<file path="config.mk">
export PLATFORM = sky130hd
export DESIGN_NAME = adcr_responder
export DESIGN_NICKNAME = d
export VERILOG_FILES = /design/src/rtl/adcr_pkg.sv /design/src/rtl/adcr_edge_sync.sv /design/src/rtl/adcr_frame_timer.sv /design/src/rtl/adcr_shift_out.sv /design/src/rtl/adcr_responder.sv
export SDC_FILE = /design/constraint.sdc
export NUM_CORES = 1
export LEC_CHECK = 0
export ABC_AREA = 1
export ABC_CLOCK_PERIOD_IN_PS = 1500
export CAP_MARGIN = 15
export CORE_ASPECT_RATIO = 1.25
export CORE_MARGIN = 3
export CORE_UTILIZATION = 56
export DETAILED_ROUTE_END_ITERATION = 8
export DONT_BUFFER_PORTS = 1
export GPL_TIMING_DRIVEN = 1
export PLACE_DENSITY = 0.74
export SLEW_MARGIN = 20
export SYNTH_ARGS = -nofsm -noshare
export SYNTH_HDL_FRONTEND = slang
export SYNTH_SLANG_ARGS = --single-unit
export TNS_END_PERCENT = 50
</file>
<file path="constraint.sdc">
create_clock -name clk -period 1.5 [get_ports clk]
set_clock_uncertainty 0.2 [all_clocks]
set_input_delay 0.3 -clock clk [delete_from_list [all_inputs] [get_ports clk]]
set_output_delay 0.3 -clock clk [all_outputs]
set_load 0.01 [all_outputs]
</file>
<file path="src/rtl/adcr_pkg.sv">
package adcr_pkg;
  typedef enum logic [1:0] {
    ST_PDOWN = 2'd0,
    ST_TRACK = 2'd1,
    ST_SHIFT = 2'd2
  } adcr_state_t;

  localparam int unsigned SYNC_STAGES = 2;
endpackage

</file>
<file path="src/rtl/adcr_edge_sync.sv">
module adcr_edge_sync #(
  parameter int unsigned N = 2,
  parameter logic [N-1:0] IDLE = '1
) (
  input  logic         clk,
  input  logic         rst_n,
  input  logic [N-1:0] pin,
  output logic [N-1:0] rise,
  output logic [N-1:0] fall
);
  localparam int unsigned ST = adcr_pkg::SYNC_STAGES;

  for (genvar g = 0; g < N; g++) begin : g_line
    logic [ST-1:0] meta;
    logic          prev;

    always_ff @(posedge clk or negedge rst_n) begin
      if (!rst_n) begin
        meta <= {ST{IDLE[g]}};
        prev <= IDLE[g];
      end else begin
        meta <= {meta[ST-2:0], pin[g]};
        prev <= meta[ST-1];
      end
    end

    assign rise[g] = meta[ST-1] & ~prev;
    assign fall[g] = ~meta[ST-1] & prev;
  end
endmodule

</file>
<file path="src/rtl/adcr_frame_timer.sv">
module adcr_frame_timer #(
  parameter int unsigned ACQ_CYC  = 100,
  parameter int unsigned RATE_CYC = 1000
) (
  input  logic clk,
  input  logic rst_n,
  input  logic cs_fall,
  input  logic cs_rise,
  input  logic in_track,
  output logic acq_viol,
  output logic rate_viol
);
  localparam int unsigned AW = $clog2(ACQ_CYC + 1);
  localparam int unsigned RW = $clog2(RATE_CYC + 1);
  localparam logic [AW-1:0] ACQ_LIM  = AW'(ACQ_CYC - 1);
  localparam logic [RW-1:0] RATE_LIM = RW'(RATE_CYC - 1);

  logic [AW-1:0] low_cnt;
  logic [RW-1:0] gap_cnt;
  logic          seen_fall;

  // low-phase length: cleared at the fall, counts each cycle spent tracking
  always_ff @(posedge clk or negedge rst_n) begin
    if (!rst_n) begin
      low_cnt  <= '0;
      acq_viol <= 1'b0;
    end else begin
      acq_viol <= 1'b0;
      if (cs_fall) begin
        low_cnt <= '0;
      end else if (in_track) begin
        if (cs_rise) acq_viol <= (low_cnt < ACQ_LIM);
        if (low_cnt < ACQ_LIM) low_cnt <= low_cnt + 1'b1;
      end
    end
  end

  // spacing between consecutive falls, saturating at the limit
  always_ff @(posedge clk or negedge rst_n) begin
    if (!rst_n) begin
      gap_cnt   <= '0;
      seen_fall <= 1'b0;
      rate_viol <= 1'b0;
    end else begin
      rate_viol <= 1'b0;
      if (cs_fall) begin
        rate_viol <= seen_fall && (gap_cnt < RATE_LIM);
        gap_cnt   <= '0;
        seen_fall <= 1'b1;
      end else if (gap_cnt < RATE_LIM) begin
        gap_cnt <= gap_cnt + 1'b1;
      end
    end
  end

  a_r6_acq_follows_hold: assert property (@(posedge clk) disable iff (!rst_n)
    acq_viol |-> $past(cs_rise && in_track));
  a_r7_rate_follows_fall: assert property (@(posedge clk) disable iff (!rst_n)
    rate_viol |-> $past(cs_fall));
  a_r7_flags_exclusive: assert property (@(posedge clk) disable iff (!rst_n)
    $onehot0({acq_viol, rate_viol}));
endmodule

</file>
<file path="src/rtl/adcr_shift_out.sv">
module adcr_shift_out #(
  parameter int unsigned DATA_W  = 12,
  parameter int unsigned FRAME_W = 16
) (
  input  logic              clk,
  input  logic              rst_n,
  input  logic              load,
  input  logic              step,
  input  logic              abort,
  input  logic [DATA_W-1:0] sample,
  output logic              sdata,
  output logic              oe,
  output logic              done
);
  localparam int unsigned LEAD = FRAME_W - DATA_W;
  localparam int unsigned CW   = $clog2(FRAME_W);
  localparam logic [CW-1:0] LAST = CW'(FRAME_W - 1);

  logic [FRAME_W-1:0] sh;
  logic [CW-1:0]      cnt;

  assign done  = step && oe && !abort && !load && (cnt == LAST);
  assign sdata = oe & sh[FRAME_W-1];

  always_ff @(posedge clk or negedge rst_n) begin
    if (!rst_n) begin
      sh  <= '0;
      cnt <= '0;
      oe  <= 1'b0;
    end else if (abort) begin
      oe <= 1'b0;
    end else if (load) begin
      sh  <= {{LEAD{1'b0}}, sample};
      cnt <= '0;
      oe  <= 1'b1;
    end else if (step && oe) begin
      if (cnt == LAST) begin
        oe <= 1'b0;
      end else begin
        sh  <= {sh[FRAME_W-2:0], 1'b0};
        cnt <= cnt + 1'b1;
      end
    end
  end

  a_r3_one_bit_per_step: assert property (@(posedge clk) disable iff (!rst_n)
    (step && oe && !abort && !load && cnt != LAST) |=> (cnt == $past(cnt) + 1'b1));
  a_r4_release_after_last: assert property (@(posedge clk) disable iff (!rst_n)
    done |=> !oe);
  a_r2_load_starts_zero: assert property (@(posedge clk) disable iff (!rst_n)
    (load && !abort) |=> (oe && !sdata && cnt == '0));
endmodule

</file>
<file path="src/rtl/adcr_responder.sv">
module adcr_responder #(
  parameter int unsigned DATA_W   = 12,
  parameter int unsigned FRAME_W  = 16,
  parameter int unsigned ACQ_CYC  = 100,
  parameter int unsigned RATE_CYC = 1000
) (
  input  logic              clk,
  input  logic              rst_n,
  input  logic              cs_n,
  input  logic              sclk,
  input  logic [DATA_W-1:0] sample,
  output logic              sdata,
  output logic              sdata_oe,
  output logic              powered,
  output logic              acq_err,
  output logic              rate_err,
  output logic              abort_err
);
  import adcr_pkg::*;

  localparam int unsigned IDX_CS = 0;
  localparam int unsigned IDX_SK = 1;

  adcr_state_t state, state_nx;
  logic [1:0]  rise_v, fall_v;
  logic        cs_rise, cs_fall, sk_fall;
  logic        load, abort, done;

  adcr_edge_sync #(.N(2), .IDLE(2'b11)) u_sync (
    .clk  (clk),
    .rst_n(rst_n),
    .pin  ({sclk, cs_n}),
    .rise (rise_v),
    .fall (fall_v)
  );

  assign cs_rise = rise_v[IDX_CS];
  assign cs_fall = fall_v[IDX_CS];
  assign sk_fall = fall_v[IDX_SK];

  assign abort = cs_fall && (state == ST_SHIFT);
  assign load  = cs_rise && (state == ST_TRACK);

  always_comb begin
    state_nx = state;
    if (cs_fall)                        state_nx = ST_TRACK;
    else if (load)                      state_nx = ST_SHIFT;
    else if (state == ST_SHIFT && done) state_nx = ST_PDOWN;
  end

  always_ff @(posedge clk or negedge rst_n) begin
    if (!rst_n) begin
      state     <= ST_PDOWN;
      abort_err <= 1'b0;
    end else begin
      state     <= state_nx;
      abort_err <= abort;
    end
  end

  assign powered = (state != ST_PDOWN);

  adcr_shift_out #(.DATA_W(DATA_W), .FRAME_W(FRAME_W)) u_shift (
    .clk   (clk),
    .rst_n (rst_n),
    .load  (load),
    .step  (sk_fall),
    .abort (abort),
    .sample(sample),
    .sdata (sdata),
    .oe    (sdata_oe),
    .done  (done)
  );

  adcr_frame_timer #(.ACQ_CYC(ACQ_CYC), .RATE_CYC(RATE_CYC)) u_timer (
    .clk      (clk),
    .rst_n    (rst_n),
    .cs_fall  (cs_fall),
    .cs_rise  (cs_rise),
    .in_track (state == ST_TRACK),
    .acq_viol (acq_err),
    .rate_viol(rate_err)
  );

  a_r1_fall_tracks: assert property (@(posedge clk) disable iff (!rst_n)
    cs_fall |=> (state == ST_TRACK && !sdata_oe));
  a_r4_done_powers_down: assert property (@(posedge clk) disable iff (!rst_n)
    (done && !cs_fall) |=> (state == ST_PDOWN));
  a_r5_drive_needs_power: assert property (@(posedge clk) disable iff (!rst_n)
    sdata_oe |-> (state == ST_SHIFT));
  a_r8_abort_released: assert property (@(posedge clk) disable iff (!rst_n)
    abort_err |-> (!sdata_oe && state == ST_TRACK));
  a_r9_track_quiet: assert property (@(posedge clk) disable iff (!rst_n)
    (state == ST_TRACK && !cs_rise) |=> !sdata_oe);
endmodule

</file>
==> flow_metrics.tcl <==
set metrics [dict create \
    setup_viol_count_final 22 \
    routed_wl_um 5184 \
    critPathCaptureType "flop" \
    r2r_slack_ps -60 \
    core-area_um2 4197 \
    power_per_cell_area_nw_per_um2 1523 \
    yosysSeqAreaShare_pct 50.17 \
    grt_pass1_vias 2062 \
    min_period_over_period_pct 103.7 \
    grt_max_degree 51 \
    drc 0 \
    grt_use_total_pct 20.70 \
    synth.avg_cell_area_um2 7.939 \
    postCtsHoldBufs 7 \
    synth.distinct_cells 29 \
    detail-route-antenna-nets 0 \
    clkTransAtPathRegs_ps 90 \
    max_cap_viol_count 0 \
    critical_path.max_fanout 5 \
    synth_top_family_by_area "simple AND/OR/NAND/NOR gates" \
    fmax_mhz 643.1 \
    vias 2090 \
    yosys.area.top_type_share_pct 43.89 \
    synthTopCellsByArea "dfrtp_1 44%, nand2_1 21%, dfstp_2 6.3%" \
    hold_ws_ps -530.6 \
    cts_buffers 5 \
    syn_area_um2 2509 \
    pin_count 22 \
    hold_path.class "primary input to async pin" \
    synth-seq-cells 50 \
    setup_slack_ps -55.08 \
    finish.utilization_pct 75.19 \
    insertion_delay_ps 310 \
    die_h_um 80.83 \
    p_leak_nw 1.656 \
    yosysTopAreaCell "dfrtp_1" \
    finalHoldViolCount 50 \
    relSlewSlack_pct 83.53 \
    cp.required_ps 1550 \
    die_x_um 65.87 \
    synth-simple-area-share_pct 35.61 \
    outcome "complete, but fails checks" \
    synth_nets 335 \
    grt_pass1_wl_um 8549 \
    clockRootBuffer "clkbuf_8" \
    wire_per_inst_um 12.55 \
    nets 375 \
    gp_congestion 0.8609 \
    worst_slew_pin_slew_ps 246.3 \
    peakVddDrop_mv 0.9557 \
    slew_viol_final 0 \
    port_buffers 0 \
    postSynthCellCount 316 \
    grt.overflow.total 0 \
    hpwlAfterDp_um 3243 \
    critPathLaunchType "flop" \
    violations "negative hold slack, negative setup slack" \
    synth_fa_ha_area_share_pct 1.496 \
    synth_compound_area_share_pct 3.990 \
    dieArea_um2 5324 \
    start_util_pct 59.78 \
    ys_warn_count 0 \
    critPathKind "flop to flop" \
    drive_above_1_share_pct 27.73 \
    row_count 26 \
    antenna_cells 0 \
    area_growth_syn_to_layout_pct 25.79 \
    synthMuxAreaShare_pct 0 \
    firstDrtPassIters 4 \
    r2r-start "u_shift.cnt[0]$_DFFE_PN0P_" \
    synthXorXnorAreaFrac_pct 1.746 \
    drtIter0Drc 140 \
    period_minus_slack_ps 1555 \
    htree_levels 2 \
    fin_tns_setup_ps -729.6 \
    cts_tree "built" \
    reg2reg_depth 8 \
    clk_path_buf_depth 2 \
    cp.arrival_ps 1600 \
    cts_sinks 50 \
    vias_per_cell 5.061 \
    rsz0062_at_grt "true" \
    r2r-end "u_shift.sh[14]$_DFFE_PN0P_" \
    antenna_found_initial 0 \
]
[critical path, stage by stage (launching register included)]
cell	delay, ps
dfrtp_1	410
ha_2	200
nand3_2	80
buf_4	120
nand3b_4	80
nor2_1	130
buf_4	160
nand2_1	50
nand2_1	60
[what timing repair did]
item / CTS / global route
hold endpoints to repair: 57 / 50
resized for setup: 22 / 23
buffers inserted: 3 / 4
pin swaps: 5 / 7
cloned: 1 / 0
endpoints found under the setup margin: 34 / 42
[metal layers]
metal,up-vias,share of wire [%],global-route usage (%)
li1,1066,-,-
met1,978,41,22.65
met2,40,55,39.12
met3,6,3.2,3.873
met4,0,1.4,7.469
met5,-,0,0
[layout by cell type, fill, tap and decap left out]
cell | synthesis | final
or2_2 | 3 | 2
nor3_2 | 0 | 1
inv_2 | 2 | 3
nand2_2 | 6 | 21
dfrtp_1 | 44 | 43
nand3b_4 | 0 | 1
nand4_1 | 2 | 2
buf_6 | 4 | 5
buf_4 | 2 | 28
xnor2_1 | 1 | 1
inv_1 | 22 | 21
clkbuf_8 | 0 | 6
clkinv_1 | 1 | 1
nor3_1 | 2 | 1
nor2_8 | 1 | 1
o21ai_0 | 6 | 4
nand2_8 | 0 | 3
ha_2 | 0 | 2
nand3_2 | 1 | 1
bufinv_16 | 0 | 2
inv_6 | 0 | 1
nor2_4 | 1 | 1
nand2_4 | 1 | 1
o21ai_1 | 3 | 3
a21oi_1 | 4 | 4
nor3_4 | 1 | 1
o21ai_2 | 4 | 6
ha_1 | 3 | 1
xor2_1 | 4 | 4
dfstp_2 | 6 | 6
or2_4 | 0 | 1
buf_12 | 0 | 1
dlygate4sd3_1 | 0 | 7
nor2_1 | 18 | 16
nand3_4 | 0 | 2
nand2_1 | 143 | 126
nor2_2 | 0 | 2
nand3_1 | 26 | 24
dfrtp_2 | 0 | 1
[power breakdown]
group          internal, mW  switching [mW]
clock network         0.711           0.458
logic                 0.748           0.942
registers              1.69           0.253
[sequential cells by signal, indices dropped and copies added, names as in the netlist]
signal              cells
u_timer.gap_cnt        10
u_timer.rate_viol       1
u_timer.acq_viol        1
u_timer.low_cnt         7
u_shift.sh             16
u_shift.cnt             4
state                   2
abort_err               1
u_shift.oe              1
u_sync.g_line.prev      2
u_timer.seen_fall       1
u_sync.g_line.meta      4
[final cells by class]
class,instances,area [um2]
clock buffers,6,82.58
clock inverters,2,60.06
fillers,304,1041
inverters,26,102.6
multi-input cells,232,1224
flip-flops and latches,50,1260
well taps,56,70.07
repair buffers,41,356.6
[per-stage QoR]
stage | power, mW | instances | worst slack, ps | area [um2]
finish | 4.806 | 413 | -55.08 | 3156
global route | 5.116 | 413 | -154.2 | 3156
CTS | 4.656 | 409 | -56.97 | 3052
detailed placement | 3.334 | 390 | -91.64 | 2719
global placement | 3.283 | 390 | -81.63 | 2719
floorplan | 2.909 | 316 | -58.87 | 2509
[synthesized netlist by cell type]
library cell / instances
inv_4: 1
nor2_1: 18
xnor2_1: 1
nand2_4: 1
nor3_4: 1
nand2_1: 143
clkinv_1: 1
nor2_8: 1
dfstp_2: 6
inv_1: 22
buf_2: 3
o21ai_0: 6
nand3_1: 26
xor2_1: 4
ha_1: 3
nand4_1: 2
dfrtp_1: 44
nor2_4: 1
o21ai_2: 4
inv_2: 2
o21ai_1: 3
nand3b_2: 1
nand2_2: 6
nand3_2: 1
a21oi_1: 4
buf_4: 2
nor3_1: 2
or2_2: 3
buf_6: 4
[worst max path at each step]
stage | start | end | slack, ps | cells past startpoint
2_1_floorplan | u_sync.g_line[0].prev$_DFF_PN1_ | u_timer.low_cnt[2]$_DFFE_PN0P_ | -60 | 9
3_3_place_gp | u_sync.g_line[0].prev$_DFF_PN1_ | u_shift.cnt[3]$_DFFE_PN0P_ | -80 | 8
6_report | u_shift.cnt[0]$_DFFE_PN0P_ | u_shift.sh[14]$_DFFE_PN0P_ | -60 | 8
3_5_place_dp | u_sync.g_line[0].prev$_DFF_PN1_ | u_shift.cnt[3]$_DFFE_PN0P_ | -90 | 8
5_1_grt | u_shift.cnt[0]$_DFFE_PN0P_ | u_shift.sh[14]$_DFFE_PN0P_ | -150 | 8
4_1_cts | u_sync.g_line[0].prev$_DFF_PN1_ | u_shift.sh[6]$_DFFE_PN0P_ | -60 | 8
[cell families (layout without fill, tap and decap cells)]
group           after synthesis  in the layout
compound gates               17             17
flops                        50             50
fa+ha+maj                     3              3
buf+inv                      35             75
xor+xnor                      5              5
simple gates                206            207
(Power assumes the default switching activity.)
